===== config.mk =====
export PLATFORM = sky130hd
export DESIGN_NAME = nvsh_pfail_ctrl
export DESIGN_NICKNAME = d
export VERILOG_FILES = /design/src/rtl/nvsh_pkg.sv /design/src/rtl/nvsh_rst_sync.sv /design/src/rtl/nvsh_phase_timer.sv /design/src/rtl/nvsh_dirty_track.sv /design/src/rtl/nvsh_pfail_ctrl.sv
export SDC_FILE = /design/constraint.sdc
export NUM_CORES = 1
export LEC_CHECK = 0
export ABC_AREA = 0
export BUFFER_PORTS_ARGS = -buffer_cell sky130_fd_sc_hd__clkbuf_2
export CAP_MARGIN = 25
export CORE_MARGIN = 4
export CORE_UTILIZATION = 35
export CTS_CLUSTER_SIZE = 28
export DETAILED_ROUTE_END_ITERATION = 8
export GPL_TIMING_DRIVEN = 0
export PLACE_DENSITY = 0.56
export SETUP_SLACK_MARGIN = 0.4
export SLEW_MARGIN = 10
export SYNTH_ARGS = -nofsm -noshare
export SYNTH_HDL_FRONTEND = slang
export SYNTH_SLANG_ARGS = --single-unit
export TNS_END_PERCENT = 30

===== constraint.sdc =====
create_clock -name clk_i -period 1.56 [get_ports clk_i]
set_clock_uncertainty 0.15 [all_clocks]
set_input_delay 0.156 -clock clk_i [delete_from_list [all_inputs] [get_ports clk_i]]
set_output_delay 0.156 -clock clk_i [all_outputs]
set_load 0.005 [all_outputs]

===== src/rtl/nvsh_pkg.sv =====
package nvsh_pkg;
  typedef enum logic [2:0] {
    PH_RUN    = 3'd0,
    PH_GRACE  = 3'd1,
    PH_STORE  = 3'd2,
    PH_DOWN   = 3'd3,
    PH_RECALL = 3'd4
  } phase_e;
endpackage


===== src/rtl/nvsh_rst_sync.sv =====
module nvsh_rst_sync #(
  parameter int SYNC_STAGES = 2
) (
  input  logic clk_i,
  input  logic arst_ni,
  output logic rst_no
);
  logic [SYNC_STAGES-1:0] sh_q;

  generate
    if (SYNC_STAGES == 1) begin : g_one
      always_ff @(posedge clk_i or negedge arst_ni) begin
        if (!arst_ni) sh_q <= '0;
        else          sh_q <= 1'b1;
      end
    end else begin : g_chain
      always_ff @(posedge clk_i or negedge arst_ni) begin
        if (!arst_ni) sh_q <= '0;
        else          sh_q <= {sh_q[SYNC_STAGES-2:0], 1'b1};
      end
    end
  endgenerate

  assign rst_no = sh_q[SYNC_STAGES-1];
endmodule


===== src/rtl/nvsh_phase_timer.sv =====
module nvsh_phase_timer #(
  parameter int W = 8
) (
  input  logic         clk_i,
  input  logic         rst_ni,
  input  logic         load_i,
  input  logic [W-1:0] load_val_i,
  output logic         zero_o
);
  logic [W-1:0] cnt_q, cnt_d;

  always_comb begin
    cnt_d = cnt_q;
    if (load_i)              cnt_d = load_val_i;
    else if (cnt_q != '0)    cnt_d = cnt_q - 1'b1;
  end

  always_ff @(posedge clk_i or negedge rst_ni) begin
    if (!rst_ni) cnt_q <= '0;
    else         cnt_q <= cnt_d;
  end

  assign zero_o = (cnt_q == '0);

  // an expired timer stays expired until reloaded
  p_hold_at_zero_r4: assert property (@(posedge clk_i) disable iff (!rst_ni)
    (!load_i && zero_o) |=> zero_o);
  // a running timer moves down by exactly one per cycle
  p_step_down_r6: assert property (@(posedge clk_i) disable iff (!rst_ni)
    (!load_i && !zero_o) |=> (cnt_q == $past(cnt_q) - 1'b1));
endmodule


===== src/rtl/nvsh_dirty_track.sv =====
module nvsh_dirty_track (
  input  logic clk_i,
  input  logic rst_ni,
  input  logic ce_ni,
  input  logic we_ni,
  input  logic accept_i,
  input  logic clear_i,
  output logic dirty_o
);
  logic wr_act_q, wr_act_d;
  logic dirty_q, dirty_d;
  logic wr_done;

  assign wr_act_d = accept_i & ~ce_ni & ~we_ni;
  assign wr_done  = wr_act_q & (ce_ni | we_ni);

  always_comb begin
    dirty_d = dirty_q;
    if (clear_i)      dirty_d = 1'b0;
    else if (wr_done) dirty_d = 1'b1;
  end

  always_ff @(posedge clk_i or negedge rst_ni) begin
    if (!rst_ni) begin
      wr_act_q <= 1'b0;
      dirty_q  <= 1'b0;
    end else begin
      wr_act_q <= wr_act_d;
      dirty_q  <= dirty_d;
    end
  end

  // a strobe finishing this cycle already counts for the decision
  assign dirty_o = dirty_q | wr_done;

  // with access blocked and no strobe pending, dirty cannot appear
  p_blocked_write_r10: assert property (@(posedge clk_i) disable iff (!rst_ni)
    (!accept_i && !wr_act_q && !dirty_q) |=> !dirty_q);
  // completion of a transfer leaves the word set clean
  p_clear_r9: assert property (@(posedge clk_i) disable iff (!rst_ni)
    clear_i |=> !dirty_q);
endmodule


===== src/rtl/nvsh_pfail_ctrl.sv =====
module nvsh_pfail_ctrl
  import nvsh_pkg::*;
#(
  parameter int DELAY_CYC  = 50,
  parameter int STORE_CYC  = 500000,
  parameter int RECALL_CYC = 27500
) (
  input  logic clk_i,
  input  logic rst_ni,
  input  logic sup_below_sw_i,
  input  logic sup_below_rst_i,
  input  logic ce_ni,
  input  logic we_ni,
  output logic store_req_o,
  output logic recall_req_o,
  output logic busy_o,
  output logic stby_ok_o
);
  localparam int MAX_A   = (DELAY_CYC > STORE_CYC) ? DELAY_CYC : STORE_CYC;
  localparam int MAX_CYC = (MAX_A > RECALL_CYC) ? MAX_A : RECALL_CYC;
  localparam int TW      = $clog2(MAX_CYC + 1);
  localparam logic [TW-1:0] LD_DELAY  = TW'(DELAY_CYC - 1);
  localparam logic [TW-1:0] LD_STORE  = TW'(STORE_CYC - 1);
  localparam logic [TW-1:0] LD_RECALL = TW'(RECALL_CYC - 1);

  logic          rst_q_n;
  phase_e        cur_q, nxt;
  logic          dip_q, dip_d;
  logic          st_req_q, rc_req_q;
  logic          st_go, rc_go, nv_done;
  logic          tload, tzero;
  logic [TW-1:0] tval;
  logic          dirty_eff;
  logic          accept;

  nvsh_rst_sync #(.SYNC_STAGES(2)) u_rst (
    .clk_i   (clk_i),
    .arst_ni (rst_ni),
    .rst_no  (rst_q_n)
  );

  nvsh_phase_timer #(.W(TW)) u_tmr (
    .clk_i      (clk_i),
    .rst_ni     (rst_q_n),
    .load_i     (tload),
    .load_val_i (tval),
    .zero_o     (tzero)
  );

  nvsh_dirty_track u_dirty (
    .clk_i    (clk_i),
    .rst_ni   (rst_q_n),
    .ce_ni    (ce_ni),
    .we_ni    (we_ni),
    .accept_i (accept),
    .clear_i  (nv_done),
    .dirty_o  (dirty_eff)
  );

  // next phase
  always_comb begin
    nxt     = cur_q;
    tload   = 1'b0;
    tval    = '0;
    st_go   = 1'b0;
    rc_go   = 1'b0;
    nv_done = 1'b0;
    unique case (cur_q)
      PH_RUN: begin
        if (sup_below_sw_i) begin
          nxt   = PH_GRACE;
          tload = 1'b1;
          tval  = LD_DELAY;
        end
      end
      PH_GRACE: begin
        if (ce_ni || tzero) begin
          if (dirty_eff) begin
            nxt   = PH_STORE;
            tload = 1'b1;
            tval  = LD_STORE;
            st_go = 1'b1;
          end else begin
            nxt = PH_DOWN;
          end
        end
      end
      PH_STORE: begin
        if (tzero) begin
          nv_done = 1'b1;
          if (sup_below_sw_i) begin
            nxt = PH_DOWN;
          end else if (dip_q) begin
            nxt   = PH_RECALL;
            tload = 1'b1;
            tval  = LD_RECALL;
            rc_go = 1'b1;
          end else begin
            nxt = PH_RUN;
          end
        end
      end
      PH_DOWN: begin
        if (!sup_below_sw_i) begin
          if (dip_q) begin
            nxt   = PH_RECALL;
            tload = 1'b1;
            tval  = LD_RECALL;
            rc_go = 1'b1;
          end else begin
            nxt = PH_RUN;
          end
        end
      end
      PH_RECALL: begin
        if (tzero) begin
          nv_done = 1'b1;
          nxt     = PH_RUN;
        end
      end
      default: nxt = PH_DOWN;
    endcase
  end

  // reset-level crossing latch
  always_comb begin
    dip_d = dip_q;
    if (cur_q == PH_RUN && !sup_below_sw_i) dip_d = 1'b0;
    else if (sup_below_rst_i)               dip_d = 1'b1;
  end

  always_ff @(posedge clk_i or negedge rst_q_n) begin
    if (!rst_q_n) begin
      cur_q    <= PH_DOWN;
      dip_q    <= 1'b1;
      st_req_q <= 1'b0;
      rc_req_q <= 1'b0;
    end else begin
      cur_q    <= nxt;
      dip_q    <= dip_d;
      st_req_q <= st_go;
      rc_req_q <= rc_go;
    end
  end

  assign busy_o       = (cur_q == PH_STORE) || (cur_q == PH_DOWN) || (cur_q == PH_RECALL);
  assign accept       = ~busy_o;
  assign store_req_o  = st_req_q;
  assign recall_req_o = rc_req_q;
  assign stby_ok_o    = ce_ni & ~((cur_q == PH_STORE) || (cur_q == PH_RECALL));

  p_req_excl_r11: assert property (@(posedge clk_i) disable iff (!rst_q_n)
    !(store_req_o && recall_req_o));
  p_store_pulse_r4: assert property (@(posedge clk_i) disable iff (!rst_q_n)
    store_req_o |=> !store_req_o);
  p_store_blocks_r4: assert property (@(posedge clk_i) disable iff (!rst_q_n)
    store_req_o |-> busy_o);
  p_store_dirty_r3: assert property (@(posedge clk_i) disable iff (!rst_q_n)
    store_req_o |-> $past(dirty_eff));
  p_recall_dip_r5: assert property (@(posedge clk_i) disable iff (!rst_q_n)
    recall_req_o |-> $past(dip_q));
  p_recall_pulse_r6: assert property (@(posedge clk_i) disable iff (!rst_q_n)
    recall_req_o |=> !recall_req_o);
  p_busy_release_r6: assert property (@(posedge clk_i) disable iff (!rst_q_n)
    $fell(busy_o) |-> $past(tzero || cur_q == PH_DOWN));
endmodule


=== Yosys cells after proc, flatten, opt, wreduce, memory -nomap -nowiden ===
Index checks and enable logic that the tools add are counted.

* Bits in registers: 29
* Word-level logic and storage cells: 75
* Output and inout bits: 4
* Input port bits: 6

* Bitwise operators: 10
* Eq/ne operators: 9
* Multiplexer cells: 33
* Reduce and logical (&&, ||, !) cells: 14
* Add/sub/neg operators: 1

{| class="wikitable"
|+ Operators by type and width
! cell !! number
|-
| $mux 19 || 6
|-
| $pmux 19 s4 || 1
|-
| $mux 3 || 7
|-
| $logic_not 19->1 || 1
|-
| $reduce_bool 19->1 || 1
|-
| $sub 19x1->19 const B || 1
|-
| $mux 15 || 1
|-
| $pmux 3 s5 || 1
|-
| $mux 1 || 14
|-
| $ne 2x2->1 const B || 5
|-
| $eq 3x2->1 const B || 2
|-
| $mux 6 || 1
|-
| $reduce_bool 2->1 || 3
|-
| $reduce_and 5->1 || 1
|-
| $and 1x1->1 || 4
|-
| $logic_or 1x1->1 || 4
|-
| $not 1->1 || 4
|-
| $pmux 1 s4 || 1
|-
| $eq 3x1->1 const B || 1
|-
| $eq 3x3->1 const B || 1
|-
| $logic_not 3->1 || 1
|-
| $or 1x1->1 || 2
|-
| $pmux 1 s2 || 1
|-
| $reduce_or 2->1 || 1
|-
| other kinds (2) || 2
|}

=== Longest topological paths before layout ===
* Depth after elaboration: 7
* Depth in mapped cells: 9
* Mapped depth without buffers: 8

=== Hierarchy ===
Synthesis repeated with hierarchy kept, for this count alone.

* Cell total of the unflattened synthesis: 172
* Area total of the unflattened synthesis: 1602.8 µm²

{| class="wikitable"
|+ Modules (own cells, without submodules)
! module !! sequential area each (µm²) !! cells an instance !! instances !! area each (µm²)
|-
| nvsh_phase_timer || 475.5 || 110 || 1 || 1059.8
|-
| nvsh_pfail_ctrl || 153.9 || 52 || 1 || 406.6
|-
| nvsh_dirty_track || 50.0 || 7 || 1 || 82.6
|-
| nvsh_rst_sync || 50.0 || 3 || 1 || 53.8
|}

=== Worst setup path after synthesis ===
Ideal clock, no wire load.

* Kind: register -> register
* From: register u_tmr.cnt_q[0]
* To: register cur_q[0]
* Path buffers: 2
* Data required time: 1.327 ns
* Setup slack: -1.171 ns
* Stages on the path, launching flop included: 10
* Library setup time: 0.083 ns
* Clock period less this slack: 2.731 ns
* Arrival time: 2.498 ns
* Cell sequence: dfrtp_1 inv_1 ha_1 or4b_1 buf_2 or3_1 buf_2 o31ai_4 or4b_1 o311a_1

* Word-level cells in the longest chain between the ends: 4
* Elaborated cells between the ends (all ways): 6
* Classes of those cells: eq/ne (3); reduce/logical (3)

{| class="wikitable"
|+ Ends and longest elaborated chain
! what !! RTL line !! source
|-
| from (decl) || nvsh_phase_timer.sv:10 || <nowiki>logic [W-1:0] cnt_q, cnt_d;</nowiki>
|-
| from (signal assigned) || nvsh_phase_timer.sv:20 || <nowiki>else cnt_q <= cnt_d;</nowiki>
|-
| $logic_not 19->1 (*) || nvsh_phase_timer.sv:23 || <nowiki>assign zero_o = (cnt_q == '0);</nowiki>
|-
| $logic_or 1x1->1 || nvsh_pfail_ctrl.sv:77 || <nowiki>if (ce_ni || tzero) begin</nowiki>
|-
| $ne 2x2->1 (no source line) || -- ||
|-
| $reduce_and 5->1 (no source line) (*) || -- ||
|-
| to (signal assigned) || nvsh_pfail_ctrl.sv:139 || <nowiki>cur_q <= nxt;</nowiki>
|-
| to (decl) || nvsh_pfail_ctrl.sv:27 || <nowiki>phase_e cur_q, nxt;</nowiki>
|}

Every way passes the cells marked *; elsewhere a longest branch is shown, timed or not.
A chain may end at the register's enable or synchronous reset.

=== Worst setup path in the final report ===
* From: register u_tmr.cnt_q[1]
* To: register cur_q[0]

Same word-level chain as after synthesis.

==> metrics list <==
- Hold is met by 0.0002688 ns.
* Actual transition at the worst max-transition pin: 0.9736 ns
* Class of the worst hold path: primary input to register
* Final design instance area without fill: 2213 um2
- The clock tree synthesis step divided the H-tree into 2 levels.
- After layout, the minimum clock period comes to 2.797 ns.
- Dividing the detail-routed via count by the number of cells gives 5.645.
* Maximum number of pins on one net before global-route repair: 19
- Cell Count Post-Placement: 221
- Measured in cells, the most critical reg-to-reg path has a length of 9.
- Place WS: -1.445 ns
* Fraction of registers with async set/reset: 100.0%
- Avg Cell Area, Syn: 9.489 um2
* Crit path launch type: register
* Met1 track demand over resource: around a quarter
- Total number of nets in the final design: 212
- After clock tree synthesis, the clock-pin slew on the worst setup and hold paths is roughly 0.060 ns.
- End of the worst register-to-register path: cur_q[0]$_DFFE_PN1P_
- Worst setup slack after layout: -1.237 ns
- Setup slack of the worst register-to-register path: -1.24 ns
- Count of cell types in the netlist: 39
- Most instantiated flip-flop cell in the synthesis netlist: sky130_fd_sc_hd__dfrtp_1
- The area growth from synthesis to layout is 44.88%.
* End-of-flow core utilization: 53.79%
* Starting density of the core: 37.12%
* RR Startpoint: u_tmr.cnt_q[1]$_DFFE_PN0P_
* Floorplan die height: 74.07 um
* Peak supply drop: 0.0007310 V
* Standard cell area after detailed placement: roughly 1700 um2
- The number of antenna violations at the first check in global routing came to 0.
- The number of max-slew violations in the final report is 0.
- In the global route stage, met2 resource usage came out at between 20% and 30%.
- After synthesis, flip-flops and latches occupy a little under half of the total area.
* Proportion of layout cells with a drive suffix above 1: 42.72%
- Wires add up to 4314 um.
- Yosys top cell by area: sky130_fd_sc_hd__dfrtp_1
- Critical path fanouts, max: 3
- Number of sinks handled by clock tree synthesis: 29
- Final instance count without filler cells: approximately 260
* Clock root buffer: sky130_fd_sc_hd__clkbuf_8
- The count of buffers added on input and output ports is 9.
* Via total after detailed routing: 1445
- The die covers between 5000 and 6000 um2.
* Required time at the worst-slack endpoint: 1.61 ns
* Average wire length per cell after detail routing: 16.85 um
- Fill cells in the final layout number 365.
- The most critical setup path has its endpoint at cur_q[0]$_DFFE_PN1P_.
* HPWL after DPL: 2560 um
- In this run, synthesis produced a sequential element count of 29.
- Global routing consumed, over all layers together, 17.17% of the routing resources.
- Deepest clock path buffer count: 2
- For this run, the number of Yosys warnings is 0.
- Summed over all cells, the static leakage comes to 0.9339 nW.
- The worst setup path is captured at a register.
* Unrepaired setup endpoints after global routing: yes
- GR Overflow Total: 0
- After global routing, the most crowded layer is met2.
- Synth top area cells: sky130_fd_sc_hd__dfrtp_1 43%, sky130_fd_sc_hd__xnor2_1 5.7%, sky130_fd_sc_hd__dfstp_2 5.2%
* Global routing usage on met3: 3.243%
- Gp weighted congestion: just over 0.8
* Global-route wire length before repair: about 7100 um
- Number of setup violations in the final report: 26
* Netlist area before placement: about 1500 um2
* Number of nets still failing antenna checks after routing: 0
* Clock insertion delay at the later pin of the skew report: 0.28 ns
- Measured against its own limit, the worst slew margin works out to between 30% and 40%.
- Number of placed I/O pins: 10
* Total power density per cell area: about 1800 nW/um2
- Timing would allow up to 0.3575 GHz.
- Violations in the final reports: negative setup slack
- The number of antenna diodes in the final layout is 0.
- Tracing the worst setup path back leads to its startpoint at u_tmr.cnt_q[1]$_DFFE_PN0P_.
- Area share of the largest cell type after synthesis: approximately 43%
- The number of hold violations in the final report is 0.
- TritonCTS Buffers: 5
* Post-route fraction of the period consumed by the critical path: 179.3%
* Number of synthesized flops with an enable pin: 0
- In this run, the number of DRC markers left after iteration 0 of detailed routing was 162.
* Result of the run: finished with violations
* Clock tree from TritonCTS: built
- After detailed routing, the number of remaining DRC violations is 0.
* Cell count after synthesis: 161
- The via count of the first global-routing pass came to around 1400.
- Chip Width: 74.07 um
- The number of nets handed over by synthesis was about 170.
- The floorplan step defined a core boundary enclosing a little over 4000 um2.
- The critical path is of the register to register type.
- Count of standard-cell rows: 23
- For this run, the detailed router's first-pass iteration total came to 4.
- At the worst endpoint, the arrival time is ~2.9 ns.
* Max capacitance violation total: 0
-- cell type report --
type                    count  area [um2]  share of cell area [%]
multi-input cells         121       923.4                   41.72
flip-flops and latches     29       729.5                   32.96
repair buffers             35       280.3                   12.66
clock buffers               7       86.33                   3.901
plain buffers               7       78.83                   3.561
well taps                  50       62.56                   2.826
clock inverters             1       30.03                   1.357
inverters                   6       22.52                   1.018
-- worst min path at each step --
stage / startpoint / to / slack [ns] / cells past startpoint
floorplan: rst_ni / u_rst.sh_q[0]$_DFF_PN0_ / -0.29 / 0
global placement: rst_ni / u_rst.sh_q[0]$_DFF_PN0_ / -0.21 / 1
detailed placement: rst_ni / u_rst.sh_q[1]$_DFF_PN0_ / -0.21 / 1
CTS: we_ni / u_dirty.wr_act_q$_DFF_PN0_ / -0.009 / 3
global route: we_ni / u_dirty.wr_act_q$_DFF_PN0_ / 0.005 / 3
finish: we_ni / u_dirty.wr_act_q$_DFF_PN0_ / 0.0003 / 3
-- placed cells by master (no fill, tap or decap), types with 4 or more instances in the layout --
cell type,synthesis,layout
sky130_fd_sc_hd__a21oi_1,12,9
sky130_fd_sc_hd__buf_4,0,19
sky130_fd_sc_hd__buf_6,0,9
sky130_fd_sc_hd__clkbuf_2,0,9
sky130_fd_sc_hd__clkbuf_8,0,6
sky130_fd_sc_hd__dfrtp_1,26,26
sky130_fd_sc_hd__inv_1,6,5
sky130_fd_sc_hd__nand2_1,10,5
sky130_fd_sc_hd__nand2_2,0,5
sky130_fd_sc_hd__nor2_1,10,8
sky130_fd_sc_hd__nor3_1,13,10
sky130_fd_sc_hd__o211ai_1,4,4
sky130_fd_sc_hd__o21ai_0,11,6
sky130_fd_sc_hd__or3_1,8,6
sky130_fd_sc_hd__or4_1,5,5
sky130_fd_sc_hd__xnor2_1,10,10
-- synthesized netlist by cell type (2+ instances only) --
cell                       count
sky130_fd_sc_hd__dfstp_2       3
sky130_fd_sc_hd__dfrtp_1      26
sky130_fd_sc_hd__xnor2_1      10
sky130_fd_sc_hd__nor4_1        5
sky130_fd_sc_hd__a21o_1        2
sky130_fd_sc_hd__nor3_1       13
sky130_fd_sc_hd__o21ai_0      11
sky130_fd_sc_hd__nand2_1      10
sky130_fd_sc_hd__a211oi_1      2
sky130_fd_sc_hd__and2_1        2
sky130_fd_sc_hd__nand2b_1      3
sky130_fd_sc_hd__a21oi_1      12
sky130_fd_sc_hd__or3_1         8
sky130_fd_sc_hd__clkbuf_1      4
sky130_fd_sc_hd__or4_1         5
sky130_fd_sc_hd__buf_2         3
sky130_fd_sc_hd__nor2_1       10
sky130_fd_sc_hd__o211ai_1      4
sky130_fd_sc_hd__xor2_1        2
sky130_fd_sc_hd__inv_1         6
sky130_fd_sc_hd__or4b_1        2
-- logic make-up after synthesis --
family	after synthesis	synth area share, %
DFF	29	47.75
xor gates and xnor gates	12	6.880
adders and majority gates	1	0.8189
other	1	0.2455
AOI/OAI and AO/OA	39	16.71
and+or+nand+nor	66	24.16
buffers and inverters	13	3.439
-- layer usage --
layer | wire length [um] | vias to the layer above | part of all wire [%]
met3 | 215 | 15 | 5.0
met5 | 0 | - | 0
li1 | - | 681 | -
met1 | 1978 | 702 | 46
met2 | 1977 | 47 | 46
met4 | 143 | 0 | 3.3
-- registers in the layout, indices dropped and copies added (netlist names) --
signal,flops
cur_q,3
u_rst.sh_q,2
recall_req_o,1
u_tmr.cnt_q,19
u_dirty.dirty_q,1
dip_q,1
u_dirty.wr_act_q,1
store_req_o,1
-- per-stage QoR --
stage / total power, W / TNS, ns
6_report: 0.004039 / -27.26
5_1_grt: 0.004327 / -29.71
4_1_cts: 0.003687 / -26.37
3_5_place_dp: 0.002564 / -31.40
3_3_place_gp: 0.002531 / -31.71
2_1_floorplan: 0.002204 / -22.86
-- report_power, final --
part	internal (W)	leakage [nW]	total, W	switching [W]
Sequential	0.00106	0.351	0.00135	0.000289
Clock	0.000520	0.0585	0.000811	0.000291
Combinational	0.000908	0.524	0.00187	0.000967
Total	0.00249	0.934	0.00404	0.00155
-- worst max-delay path: stages (launching register included) --
cell and delay [ns]:
sky130_fd_sc_hd__dfrtp_1 0.39, sky130_fd_sc_hd__inv_1 0.07, sky130_fd_sc_hd__ha_2 0.18, sky130_fd_sc_hd__or4b_4 0.46, sky130_fd_sc_hd__buf_6 0.13, sky130_fd_sc_hd__or3_4 0.36
sky130_fd_sc_hd__buf_6 0.13, sky130_fd_sc_hd__o31ai_4 0.23, sky130_fd_sc_hd__or4b_4 0.49, sky130_fd_sc_hd__o311a_1 0.14
-- repair_timing --
action | in CTS | in global routing
cloned | 2 | 0
resized for setup | 31 | 38
pin swaps | 7 | 8
setup endpoints to repair | 29 | 29
buffers inserted | 12 | 11
endpoints found under the hold margin | 4 | 0
hold buffers | 2 | 0
Note: power is estimated with default switching activity, not from simulation.
